**config.mk**
```make
export PLATFORM = sky130hd
export DESIGN_NAME = audio_loop_dma
export DESIGN_NICKNAME = d
export VERILOG_FILES = /design/src/rtl/aldma_pkg.sv /design/src/rtl/aldma_ring.sv /design/src/rtl/aldma_blk.sv /design/src/rtl/aldma_ctrl.sv /design/src/rtl/audio_loop_dma.sv
export SDC_FILE = /design/constraint.sdc
export NUM_CORES = 1
export LEC_CHECK = 0
export ABC_AREA = 1
export ABC_CLOCK_PERIOD_IN_PS = 10500
export BUFFER_PORTS_ARGS = -buffer_cell sky130_fd_sc_hd__buf_2
export CAP_MARGIN = 20
export CELL_PAD_IN_SITES_DETAIL_PLACEMENT = 0
export CELL_PAD_IN_SITES_GLOBAL_PLACEMENT = 2
export CORE_MARGIN = 5
export CORE_UTILIZATION = 29
export CTS_BUF_LIST = sky130_fd_sc_hd__clkbuf_16
export DETAILED_ROUTE_END_ITERATION = 12
export GPL_ROUTABILITY_DRIVEN = 1
export GPL_TIMING_DRIVEN = 0
export PLACE_DENSITY = 0.9
export SYNTH_ARGS = -nofsm -noshare
export SYNTH_HDL_FRONTEND = slang
export SYNTH_SLANG_ARGS = --single-unit
```
**constraint.sdc**
```tcl
create_clock -name clk -period 10.5 [get_ports clk]
set_input_delay 2.1 -clock clk [delete_from_list [all_inputs] [get_ports clk]]
set_output_delay 2.1 -clock clk [all_outputs]
set_load 0.1 [all_outputs]
```
**src/rtl/aldma_pkg.sv**
```systemverilog
`timescale 1ns/1ps
package aldma_pkg;

    typedef enum logic [1:0] {
        ST_IDLE  = 2'd0,
        ST_RUN   = 2'd1,
        ST_STALL = 2'd2
    } chan_state_t;

    localparam int unsigned FMT_W  = 2;
    localparam int unsigned LEFT_W = 2;

    // bytes per sample as a power of two: stereo bit plus width bit
    function automatic logic [1:0] fmt_shift(input logic [FMT_W-1:0] code);
        return {1'b0, code[0]} + {1'b0, code[1]};
    endfunction

endpackage

```
**src/rtl/aldma_ring.sv**
```systemverilog
`timescale 1ns/1ps
module aldma_ring #(
    parameter int unsigned AW = 32,
    parameter int unsigned CW = 16
) (
    input  logic              clk,
    input  logic              rst_n,
    input  logic [AW-1:0]     base_addr,
    input  logic              wr_en,
    input  logic [2*CW-1:0]   wr_data,
    input  logic              adv,
    input  logic [1:0]        shift,
    input  logic              loop_off,
    output logic [2*CW-1:0]   ring_word,
    output logic [AW-1:0]     byte_addr,
    output logic              end_hit
);
    import aldma_pkg::*;

    localparam int unsigned SUM_W = LEFT_W + 2;

    logic [CW-1:0]     size_q;
    logic [CW-1:0]     idx_q;
    logic [LEFT_W-1:0] left_q;

    logic [SUM_W-1:0]  step_bytes;
    logic [SUM_W-1:0]  byte_sum;
    logic [1:0]        word_step;
    logic [CW:0]       idx_ext;
    logic              over;

    always_comb begin
        step_bytes = SUM_W'(1) << shift;
        byte_sum   = SUM_W'(left_q) + step_bytes;
        word_step  = byte_sum[SUM_W-1:LEFT_W];
        idx_ext    = {1'b0, idx_q} + (CW+1)'(word_step);
        over       = idx_ext > {1'b0, size_q};
        end_hit    = adv && !wr_en && over && loop_off;
    end

    always_ff @(posedge clk) begin
        if (!rst_n) begin
            size_q <= '0;
            idx_q  <= '0;
            left_q <= '0;
        end else if (wr_en) begin
            size_q <= wr_data[CW-1:0];
            idx_q  <= wr_data[2*CW-1:CW];
            left_q <= '0;
        end else if (adv) begin
            left_q <= byte_sum[LEFT_W-1:0];
            if (over) begin
                idx_q <= loop_off ? size_q : '0;
            end else begin
                idx_q <= idx_ext[CW-1:0];
            end
        end
    end

    always_comb begin
        ring_word = {idx_q, size_q};
        byte_addr = base_addr + (AW'(idx_q) << 2) + AW'(left_q);
    end

    AST_LEFT_CLEARED: assert property (@(posedge clk) disable iff (!rst_n)
        wr_en |=> (left_q == '0));

    AST_WRAP_TO_ZERO: assert property (@(posedge clk) disable iff (!rst_n)
        (adv && !wr_en && !loop_off && over) |=> (idx_q == '0) && $stable(size_q));

    AST_SAT_AT_END: assert property (@(posedge clk) disable iff (!rst_n)
        end_hit |=> (idx_q == size_q));

endmodule

```
**src/rtl/aldma_blk.sv**
```systemverilog
`timescale 1ns/1ps
module aldma_blk #(
    parameter int unsigned CW = 16
) (
    input  logic            clk,
    input  logic            rst_n,
    input  logic            wr_en,
    input  logic [CW-1:0]   wr_limit,
    input  logic            adv,
    output logic [2*CW-1:0] blk_word,
    output logic            done
);
    logic [CW-1:0] lim_q;
    logic [CW-1:0] live_q;
    logic          done_q;
    logic [CW-1:0] lim_n;
    logic          last;

    always_comb begin
        lim_n = wr_en ? wr_limit : lim_q;
        last  = (live_q == '0);
    end

    always_ff @(posedge clk) begin
        if (!rst_n) begin
            lim_q  <= '0;
            live_q <= '0;
            done_q <= 1'b0;
        end else begin
            lim_q  <= lim_n;
            done_q <= adv && last;
            if (adv) begin
                live_q <= last ? lim_n : live_q - 1'b1;
            end
        end
    end

    always_comb begin
        blk_word = {live_q, lim_q};
        done     = done_q;
    end

    AST_DONE_FROM_ADV: assert property (@(posedge clk) disable iff (!rst_n)
        done_q |-> $past(adv));

    AST_DONE_RELOADS: assert property (@(posedge clk) disable iff (!rst_n)
        done_q |-> (live_q == lim_q));

    AST_LIMIT_KEEPS_LIVE: assert property (@(posedge clk) disable iff (!rst_n)
        (wr_en && !adv) |=> (live_q == $past(live_q)));

endmodule

```
**src/rtl/aldma_ctrl.sv**
```systemverilog
`timescale 1ns/1ps
module aldma_ctrl (
    input  logic clk,
    input  logic rst_n,
    input  logic run_ok,
    input  logic xfer_stb,
    input  logic ring_wr,
    input  logic end_hit,
    output logic adv,
    output logic addr_valid
);
    import aldma_pkg::*;

    chan_state_t st_q;
    chan_state_t st_n;

    always_comb begin
        st_n = st_q;
        unique case (st_q)
            ST_IDLE:  if (run_ok) st_n = ST_RUN;
            ST_RUN: begin
                if (!run_ok)      st_n = ST_IDLE;
                else if (end_hit) st_n = ST_STALL;
            end
            ST_STALL: if (ring_wr || !run_ok) st_n = ST_IDLE;
            default:  st_n = ST_IDLE;
        endcase
    end

    always_ff @(posedge clk) begin
        if (!rst_n) st_q <= ST_IDLE;
        else        st_q <= st_n;
    end

    always_comb begin
        addr_valid = (st_q == ST_RUN);
        adv        = xfer_stb && run_ok && (st_q == ST_RUN);
    end

    AST_STALL_HOLDS: assert property (@(posedge clk) disable iff (!rst_n)
        (st_q == ST_STALL && !ring_wr && run_ok) |=> (st_q == ST_STALL));

    AST_END_ONLY_IN_RUN: assert property (@(posedge clk) disable iff (!rst_n)
        end_hit |=> (st_q == ST_STALL) && !addr_valid);

endmodule

```
**src/rtl/audio_loop_dma.sv**
```systemverilog
`timescale 1ns/1ps
module audio_loop_dma #(
    parameter int unsigned AW        = 32,
    parameter int unsigned CW        = 16,
    parameter bit          HAS_PAUSE = 1'b1
) (
    input  logic            clk,
    input  logic            rst_n,
    input  logic [AW-1:0]   frame_base,
    input  logic            ring_wr,
    input  logic [2*CW-1:0] ring_wdata,
    input  logic            blk_wr,
    input  logic [CW-1:0]   blk_limit,
    input  logic [1:0]      fmt_code,
    input  logic            chan_en,
    input  logic            chan_pause,
    input  logic            loop_off,
    input  logic            xfer_stb,
    output logic [AW-1:0]   byte_addr,
    output logic            addr_valid,
    output logic [2*CW-1:0] ring_cnt,
    output logic [2*CW-1:0] blk_cnt,
    output logic            blk_done
);
    import aldma_pkg::*;

    logic       run_ok;
    logic       adv;
    logic       end_hit;
    logic [1:0] shift;

    generate
        if (HAS_PAUSE) begin : g_pausable
            assign run_ok = chan_en && !chan_pause;
        end else begin : g_no_pause
            assign run_ok = chan_en;
        end
    endgenerate

    assign shift = fmt_shift(fmt_code);

    aldma_ctrl u_ctrl (
        .clk        (clk),
        .rst_n      (rst_n),
        .run_ok     (run_ok),
        .xfer_stb   (xfer_stb),
        .ring_wr    (ring_wr),
        .end_hit    (end_hit),
        .adv        (adv),
        .addr_valid (addr_valid)
    );

    aldma_ring #(.AW(AW), .CW(CW)) u_ring (
        .clk       (clk),
        .rst_n     (rst_n),
        .base_addr (frame_base),
        .wr_en     (ring_wr),
        .wr_data   (ring_wdata),
        .adv       (adv),
        .shift     (shift),
        .loop_off  (loop_off),
        .ring_word (ring_cnt),
        .byte_addr (byte_addr),
        .end_hit   (end_hit)
    );

    aldma_blk #(.CW(CW)) u_blk (
        .clk      (clk),
        .rst_n    (rst_n),
        .wr_en    (blk_wr),
        .wr_limit (blk_limit),
        .adv      (adv),
        .blk_word (blk_cnt),
        .done     (blk_done)
    );

    AST_HOLD_WHEN_OFF: assert property (@(posedge clk) disable iff (!rst_n)
        (!run_ok && !ring_wr && !blk_wr) |=> $stable(ring_cnt) && $stable(blk_cnt));

endmodule

```
Yosys cells after proc, flatten, opt, wreduce, memory -nomap -nowiden. Cells that the tools add are included.

Add/subtract/negate cells: 6. Multiply operators: 0. Divide/modulo/power cells: 0. $lt $le $gt $ge: 1. Equal/unequal tests: 5. Shifts and indexed selects: 1. Muxes and demuxes: 11. Bitwise logic cells: 1. Reductions and logical operators: 16.

Operators with widths (count): 16-bit 2-to-1 mux (6); 32-bit by 18-bit adder with 32-bit output (1); 32-bit by 2-bit adder with 32-bit output (1); 16-bit by 2-bit adder with 17-bit output (1); 17-bit by 16-bit > comparator with 1-bit output (1); 16-bit logical NOT (1); 16-bit by 1-bit subtractor with 16-bit output, second input constant (1); 2-bit 2-to-1 mux (4); 1-bit logical AND (7); 2-bit case mux with 3 select lines (1); 2-bit by 4-bit adder with 4-bit output (1); 2-bit by 1-bit inequality test with 1-bit output, second input constant (2); 1-bit by 2-bit << shifter with 4-bit output, first input constant (1); 1-bit logical NOT (3); 3-bit inequality test, second input constant (1); 3-bit AND reduction (1); 1-bit by 1-bit adder with 2-bit output (1); 2-bit by 1-bit == test with 1-bit output, second input constant (1); 2-bit == test, second input constant (1); 2-bit logical NOT (1); 2-bit nonzero test (1); 2-bit OR reduction (1); 1-bit logical OR (1); 1-bit NOT (1).

Register bits after elaboration: 69. Bits in latches: 0. Memory bits (writable): 0. ROM bits: 0. Input bits: 90. Output and inout bits: 98. Memories kept: 0.

Logic depth before layout (Yosys ltp). Gate-level depths: netlist of run 1.

Depth in word-level cells: 10. Mapped depth: 28. Depth with buffers taken out: 27.

Hierarchy. From an unflattened synthesis of run 1, not the netlist that was laid out.

Cells, all modules: 850. Area, all modules: 5652.9 µm².

Modules (own cells, without submodules): aldma_ring (times used 1, cells each 536, area an instance 3574.7 µm², seq. area each 680.7 µm²); aldma_blk (times used 1, cells each 296, area an instance 1951.9 µm², seq. area each 660.6 µm²); aldma_ctrl (times used 1, cells each 15, area an instance 103.8 µm², seq. area each 40.0 µm²); audio_loop_dma (times used 1, cells each 3, area an instance 22.5 µm², seq. area each 0.0 µm²).

Worst setup path before layout of run 1. Ideal clock, no wire load.

Path type: input to output. From: input port frame_base[0]. To: output port byte_addr[18]. Arrival: 4922 ps. Setup slack: 3478 ps. Stages: 9. Buffers on the path: 0. Path through: ha_1 inv_1 fa_1 o21ai_2 a21boi_1 o21ai_1 a21oi_1 o21bai_1 xor2_1.

Word-level cells in the longest chain between the ends: 2.

Ends and longest elaborated chain: start: declaration (RTL line audio_loop_dma.sv:9) `input logic [AW-1:0] frame_base,`; 32-bit by 18-bit adder with 32-bit output (RTL line aldma_ring.sv:62) `byte_addr = base_addr + (AW'(idx_q) << 2) + AW'(left_q);`; 32-bit by 2-bit adder with 32-bit output (RTL line aldma_ring.sv:62); end: declaration (RTL line audio_loop_dma.sv:19) `output logic [AW-1:0] byte_addr,`.

Every way passes these cells.

Worst setup path in the final report of run 1. Ends and elaborated chain as after synthesis.

==> results of run 1 <==
[worst register-to-register path, cell delays in order, from the launching register on]
cell and delay (ns):
dfxtp_1 0.38, ha_1 0.19, inv_1 0.05, fa_1 0.38
xnor2_1 0.17, ha_1 0.19, inv_1 0.06, fa_1 0.45
nor2_4 0.15, nand4_4 0.13, nor2_4 0.15, nand2_1 0.09
nor2_1 0.12, xor2_1 0.25, inv_1 0.07, ha_1 0.29
a21oi_1 0.13, o21bai_1 0.09, a31oi_1 0.31, nand2_4 0.15
nand2_4 0.12, buf_6 0.17, nand2_2 0.07, nand3_2 0.08
a21oi_2 0.05
[metal layers]
layer / share of wire [%] / up-vias / GRT usage (%)
li1: - / 3148 / -
met5: 0 / - / 0
met3: 4.7 / 10 / 2.20
met4: 1.1 / 0 / 4.48
met1: 47 / 2662 / 22.5
met2: 47 / 127 / 27.7
[power by group through the flow]
stage	clock network, mW	registers (mW)	logic [mW]
3_3_place_gp	0	0.293	0.427
2_1_floorplan	0	0.375	0.258
5_1_grt	0.316	0.290	0.456
4_1_cts	0.310	0.288	0.429
3_5_place_dp	0	0.294	0.427
6_report	0.303	0.288	0.426
[metrics by stage]
stage          instance area (um^2)  total power [mW]  std cells  utilization, %  hold slack [ns]
2_1_floorplan                  5710             0.633        838               -            0.482
3_3_place_gp                   6970             0.720       1288            35.9            0.475
3_5_place_dp                   6970             0.721       1288            35.9            0.479
4_1_cts                        7260              1.03       1304            37.4            0.488
5_1_grt                        7260              1.06       1305            37.4            0.501
6_report                       7260              1.02       1305            37.4            0.486
[final timing paths]
path	depth (start not counted)	slack (ns)	startpoint	endpoint
hold / removal	2	0.49	u_blk.live_q[15]	u_blk.live_q[15]
setup reg to reg	24	6.06	u_ring.left_q[0]	u_ring.idx_q[9]
hold reg to reg	2	0.49	u_blk.live_q[15]	u_blk.live_q[15]
setup / recovery	11	3.95	frame_base[0]	byte_addr[18]
[registers in the layout (all words and copies together) (netlist names)]
signal and cells:
u_ring.left_q 2, u_ring.idx_q 16, u_ring.size_q 16, u_ctrl.st_q 2, u_blk.lim_q 16, u_blk.live_q 16
u_blk.done 1
[synth_stat cells (all sizes together) (5+ instances only)]
cell type	count
nand3	57
a21oi	81
ha	42
nor3	15
nor4	7
inv	125
nand2	166
o21ai	63
xor2	31
a31oi	5
nor2	76
mux2i	17
clkbuf	17
xnor2	13
dfxtp	69
nand4	17
buf	9
[logic make-up (layout without fill, tap and decap cells)]
group / count (synthesis) / in the layout
AO/OA/AOI/OAI: 171 / 171
multiplexers: 17 / 17
flip-flops: 69 / 69
buffers and inverters: 152 / 353
AND/OR/NAND/NOR: 340 / 340
other: 0 / 1
adder cells (fa/ha/maj): 45 / 45
XOR/XNOR: 44 / 44
[cell type report]
type / count / area (um^2)
antenna: 1 / 2.50
multi-input combinational: 617 / 3730
fill: 2249 / 12100
tap: 265 / 332
buffer: 26 / 121
sequential: 69 / 1380
clock inverter: 7 / 66.3
inverter: 126 / 473
timing repair buffer: 185 / 926
clock buffer: 9 / 225
[placed cells by master (no fill, tap or decap), types with 13 or more instances in the layout]
| cell | n |
|---|---|
| dfxtp_1 | 69 |
| ha_1 | 42 |
| nand4_1 | 14 |
| o21ai_0 | 52 |
| nand2_1 | 154 |
| nor2_1 | 72 |
| buf_2 | 189 |
| nand3_1 | 45 |
| xnor2_1 | 13 |
| a21oi_1 | 70 |
| inv_1 | 122 |
| clkbuf_1 | 17 |
| mux2i_1 | 17 |
| xor2_1 | 31 |
==> impl_metrics.json, run 1 <==
{
  "drt_pass1_iterations": 5,
  "areaGrowthSynthToFinish_pct": 27.2,
  "p_int_mw": 0.547,
  "row_count": 51,
  "path_max_fanout": 4,
  "cts_buffers": 9,
  "synth-compound-area-share_pct": 17.0,
  "syn_nets": 973,
  "cts_resized": 0,
  "synthTopCellsByArea": "dfxtp_1, nand2_1, ha_1, inv_1, a21oi_1",
  "yosys.area.top_type": "dfxtp_1",
  "routedWlPerCell_um": 14.8,
  "finalCritPeriodShare_pct": 62.4,
  "dieArea_mm2": 0.0226,
  "fin_skew_ns": 0.00389,
  "rsz0062_at_grt": "no",
  "dr_total_vias": 5947,
  "slowest_delay_ns": 0.44,
  "grt_pass1_vias": 5750,
  "place_ws_ns": 3.92,
  "syn_inst": 838,
  "synth_xor_area_share_pct": 6.75,
  "initial_core_util_pct": 29.4,
  "muxShareOfSynthArea_pct": 2.98,
  "slew_viol_final": 0,
  "async_flop_share_pct": 0,
  "viasPerCell": 4.56,
  "synth_adder_area_share_pct": 10.3,
  "grt_max_degree": 13,
  "port_buffers": 185,
  "sw_frac_of_total_pct": 46.2,
  "peakVddDrop_mv": 0.0727,
  "layout.nets": 1169,
  "worst-endpoint-required_ns": 8.40,
  "critPathBufInv": 3,
  "seqPwrFrac_pct": 28.3,
  "grt_pass1_wl_um": 29900,
  "cts_max_level": 3,
  "crit_type": "in2out",
  "finalSetupTns_ns": 0,
  "status": "complete, no violations",
  "yosysUniqueCellTypes": 49,
  "critPathTopFamily": "compound AO/OA/AOI/OAI gates",
  "path_common_cell": "buf_2",
  "synth.avg_cell_area_um2": 6.81,
  "cts_tree": "yes",
  "cpMaxStageDelayCell": "buf_2",
  "yosysWarnings": 0,
  "critPathCaptureType": "output port",
  "fmax_mhz": 153,
  "die_y_um": 150,
  "synth_edf_count": 0,
  "yosys_register_bits": 69,
  "p_per_area_mw_per_mm2": 140,
  "drv_cap": 0,
  "relSlewSlack_pct": 46.4,
  "cts_setup_buffers": 0,
  "drt-initial-drc-count": 261,
  "clockBufferDepth": 2,
  "p_clk_share_pct": 29.8,
  "post-route-worst-setup-slack_ns": 3.95,
  "synth_flop_cell": "dfxtp_1",
  "worstMarginPinSlew_ns": 0.804,
  "die_w_um": 150,
  "cts-hold-fix-buffers": 0,
  "core_area_mm2": 0.0194,
  "ys_seq_area_share_pct": 24.2,
  "drive_gt1_share_pct": 25.1,
  "finalHoldViolations": 0,
  "clock_latency_ns": 0.34,
  "synth_top_area_share_pct": 24.2,
  "comb_power_share_pct": 41.9,
  "wirelength_um": 19300,
  "worst_ep_arrival_time_ns": 4.45,
  "yosys.area_share.simple_pct": 28.4,
  "hold_path.class": "reg2reg",
  "switchingPower_mw": 0.470,
  "grt_overflow": 0,
  "drc": 0,
  "path_cells": "buf_2, ha_1, inv_1, fa_1, o21ai_2, a21boi_1, o21ai_1, a21oi_1, o21bai_1, xor2_1, buf_2",
  "gp_congestion": 0.864,
  "synth_top_family_by_area": "simple AND/OR/NAND/NOR gates",
  "static-leakage-power_nw": 3.64,
  "worstSetupStartpointType": "input pin",
  "period_needed_ns": 6.55,
  "setup_viol_count_final": 0,
  "grt_usage_pct": 16.6,
  "hpwl_um": 16100,
  "antenna_found_initial": 1,
  "synth_area_mm2": 0.00571,
  "pin_count": 188,
  "ant_nets": 0,
  "clock-sinks": 69,
  "cts_root_buf": "clkbuf_16",
  "clk_pin_slew_ns": 0.06
}
Power figures use the tool's default switching activity.
==> run 2: changes to the inputs <==
--- a/config.mk
+++ b/config.mk
@@ -6,18 +6,18 @@
 export NUM_CORES = 1
 export LEC_CHECK = 0
 export ABC_AREA = 1
-export ABC_CLOCK_PERIOD_IN_PS = 10500
+export ABC_CLOCK_PERIOD_IN_PS = 6000
 export BUFFER_PORTS_ARGS = -buffer_cell sky130_fd_sc_hd__buf_2
 export CAP_MARGIN = 20
 export CELL_PAD_IN_SITES_DETAIL_PLACEMENT = 0
 export CELL_PAD_IN_SITES_GLOBAL_PLACEMENT = 2
 export CORE_MARGIN = 5
-export CORE_UTILIZATION = 29
+export CORE_UTILIZATION = 25
 export CTS_BUF_LIST = sky130_fd_sc_hd__clkbuf_16
 export DETAILED_ROUTE_END_ITERATION = 12
 export GPL_ROUTABILITY_DRIVEN = 1
 export GPL_TIMING_DRIVEN = 0
-export PLACE_DENSITY = 0.9
+export PLACE_DENSITY = 0.83
 export SYNTH_ARGS = -nofsm -noshare
 export SYNTH_HDL_FRONTEND = slang
 export SYNTH_SLANG_ARGS = --single-unit
==> constraint.sdc (replaced) <==
create_clock -name clk -period 6 [get_ports clk]
set_input_delay 1.2 -clock clk [delete_from_list [all_inputs] [get_ports clk]]
set_output_delay 1.2 -clock clk [all_outputs]
set_load 0.1 [all_outputs]
==> run 2 against run 1 <==
Against the previous run: setup slack lost 3.2 ns; sequential power grew 75%; flip-flop and latch count is the same; clock power grew 92%; sequential share of layout area shrank 0.14 points; cell count grew 1.6%; die area grew 15%; non-clock buffer count is the same; power grew 80%; first-iteration DRC count shrank 25%; largest cell class unchanged; largest power group unchanged.
==> impl_metrics.json, run 2 (same netlist as run 1, synthesis figures left out) <==
{
  "status": "complete, no violations",
  "pin_count": 188,
  "dr_total_vias": 6021,
  "finalHoldViolations": 0,
  "cts_root_buf": "clkbuf_16",
  "grt_overflow": 0,
  "core_area_mm2": 0.0226,
  "slowest_delay_ns": 0.45,
  "worst-endpoint-required_ns": 6.19,
  "setup_viol_count_final": 0,
  "crit_type": "in2reg",
  "rsz0062_at_grt": "no",
  "cts_tree": "yes",
  "clock_latency_ns": 0.34,
  "wirelength_um": 20000,
  "drt-initial-drc-count": 195,
  "p_per_area_mw_per_mm2": 250,
  "r2r_cells": 24,
  "cts_setup_buffers": 0,
  "clk_pin_slew_ns": 0.06,
  "routedWlPerCell_um": 15.1,
  "drc": 0,
  "drive_gt1_share_pct": 25.1,
  "grt_usage_pct": 15.2,
  "die_w_um": 161,
  "row_count": 55,
  "cts_resized": 0,
  "hold_path.class": "reg2reg",
  "cts_max_level": 3,
  "clockBufferDepth": 2,
  "cts-hold-fix-buffers": 0,
  "path_max_fanout": 10,
  "fin_skew_ns": 0.00619,
  "antenna_found_initial": 2,
  "path_common_cell": "inv_1",
  "dpl.cell_count": 1308,
  "drt_pass1_iterations": 4,
  "worstMarginPinSlew_ns": 0.817,
  "critPathCaptureType": "flip-flop",
  "worstSetupStartpointType": "input pin",
  "port_buffers": 185,
  "fmax_mhz": 191,
  "dieArea_mm2": 0.0260,
  "period_needed_ns": 5.24,
  "fin_cells": 1326,
  "initial_core_util_pct": 25.3,
  "grt_pass1_wl_um": 31800,
  "areaGrowthSynthToFinish_pct": 28.1,
  "slew_viol_final": 0,
  "relSlewSlack_pct": 45.5,
  "gp_congestion": 0.844,
  "peakVddDrop_mv": 0.119,
  "drv_cap": 0,
  "cpMaxStageDelayCell": "fa_1",
  "die_y_um": 161,
  "final_common_cell": "buf_2",
  "grt_max_degree": 13,
  "static-leakage-power_nw": 3.65,
  "worst_ep_arrival_time_ns": 5.43,
  "finalSetupTns_ns": 0,
  "clock-sinks": 69,
  "min_path_cells": 2,
  "final_cell_mix": "buf_2, nand2_1, inv_1, nor2_1, a21oi_1",
  "cts_buffers": 9,
  "layout.nets": 1169,
  "hpwl_um": 16700,
  "ant_nets": 0,
  "viasPerCell": 4.54,
  "finalCritPeriodShare_pct": 87.4,
  "grt_pass1_vias": 5952
}
-- run 2: changes by cell type in the layout (fill, tap and decap cells not counted), sizes merged --
cell and change:
diode +1, inv +1, bufinv +1, clkinv -2
-- run 2: area by class of cell --
class / instances / area, um^2
diodes: 2 / 5.00
fillers: 2553 / 15300
multi-input cells: 617 / 3730
clock buffers: 9 / 225
inverters: 126 / 473
repair buffers: 185 / 926
clock inverters: 7 / 91.3
plain buffers: 26 / 121
well taps: 285 / 357
flip-flops and latches: 69 / 1380
-- run 2: per-stage QoR --
step,utilization (%),total power [mW],hold WS [ns],instance area [um^2],setup WS [ns]
floorplan,-,1.11,0.482,5710,0.778
global placement,31.0,1.26,0.473,6990,0.383
detailed placement,31.0,1.26,0.481,6990,0.406
CTS,32.4,1.85,0.491,7310,0.738
global route,32.4,1.93,0.500,7310,0.364
finish,32.4,1.83,0.492,7310,0.758
-- run 2: where the power goes --
part / switching (mW) / total [mW] / internal [mW]
clock network: 0.219 / 0.581 / 0.362
registers: 0.0240 / 0.504 / 0.480
logic: 0.588 / 0.747 / 0.159
-- run 2: path summary, 6_finish.rpt --
kind                                          to        startpoint  slack (ns)
worst max-delay path             u_ring.idx_q[6]       fmt_code[0]        0.76
worst min-delay path            u_blk.live_q[15]  u_blk.live_q[15]        0.49
worst min register to register  u_blk.live_q[15]  u_blk.live_q[15]        0.49
worst max register to register   u_ring.idx_q[6]  u_ring.left_q[0]        1.55
-- run 2: worst max-delay path: cells and delay by family --
family,cells,cell delay [ns]
adder cells (fa/ha/maj),5,1.64
AND/OR/NAND/NOR,9,1.07
AO/OA/AOI/OAI,4,0.57
buffers and inverters,6,0.51
XOR/XNOR,2,0.43
-- run 2: per-layer routing --
metal | global-route usage [%] | routed length, um | up-vias
met3 | 2.45 | 939 | 19
met5 | 0 | 0 | -
met1 | 20.2 | 9320 | 2698
met2 | 25.3 | 9390 | 144
li1 | - | - | 3160
met4 | 4.61 | 332 | 0
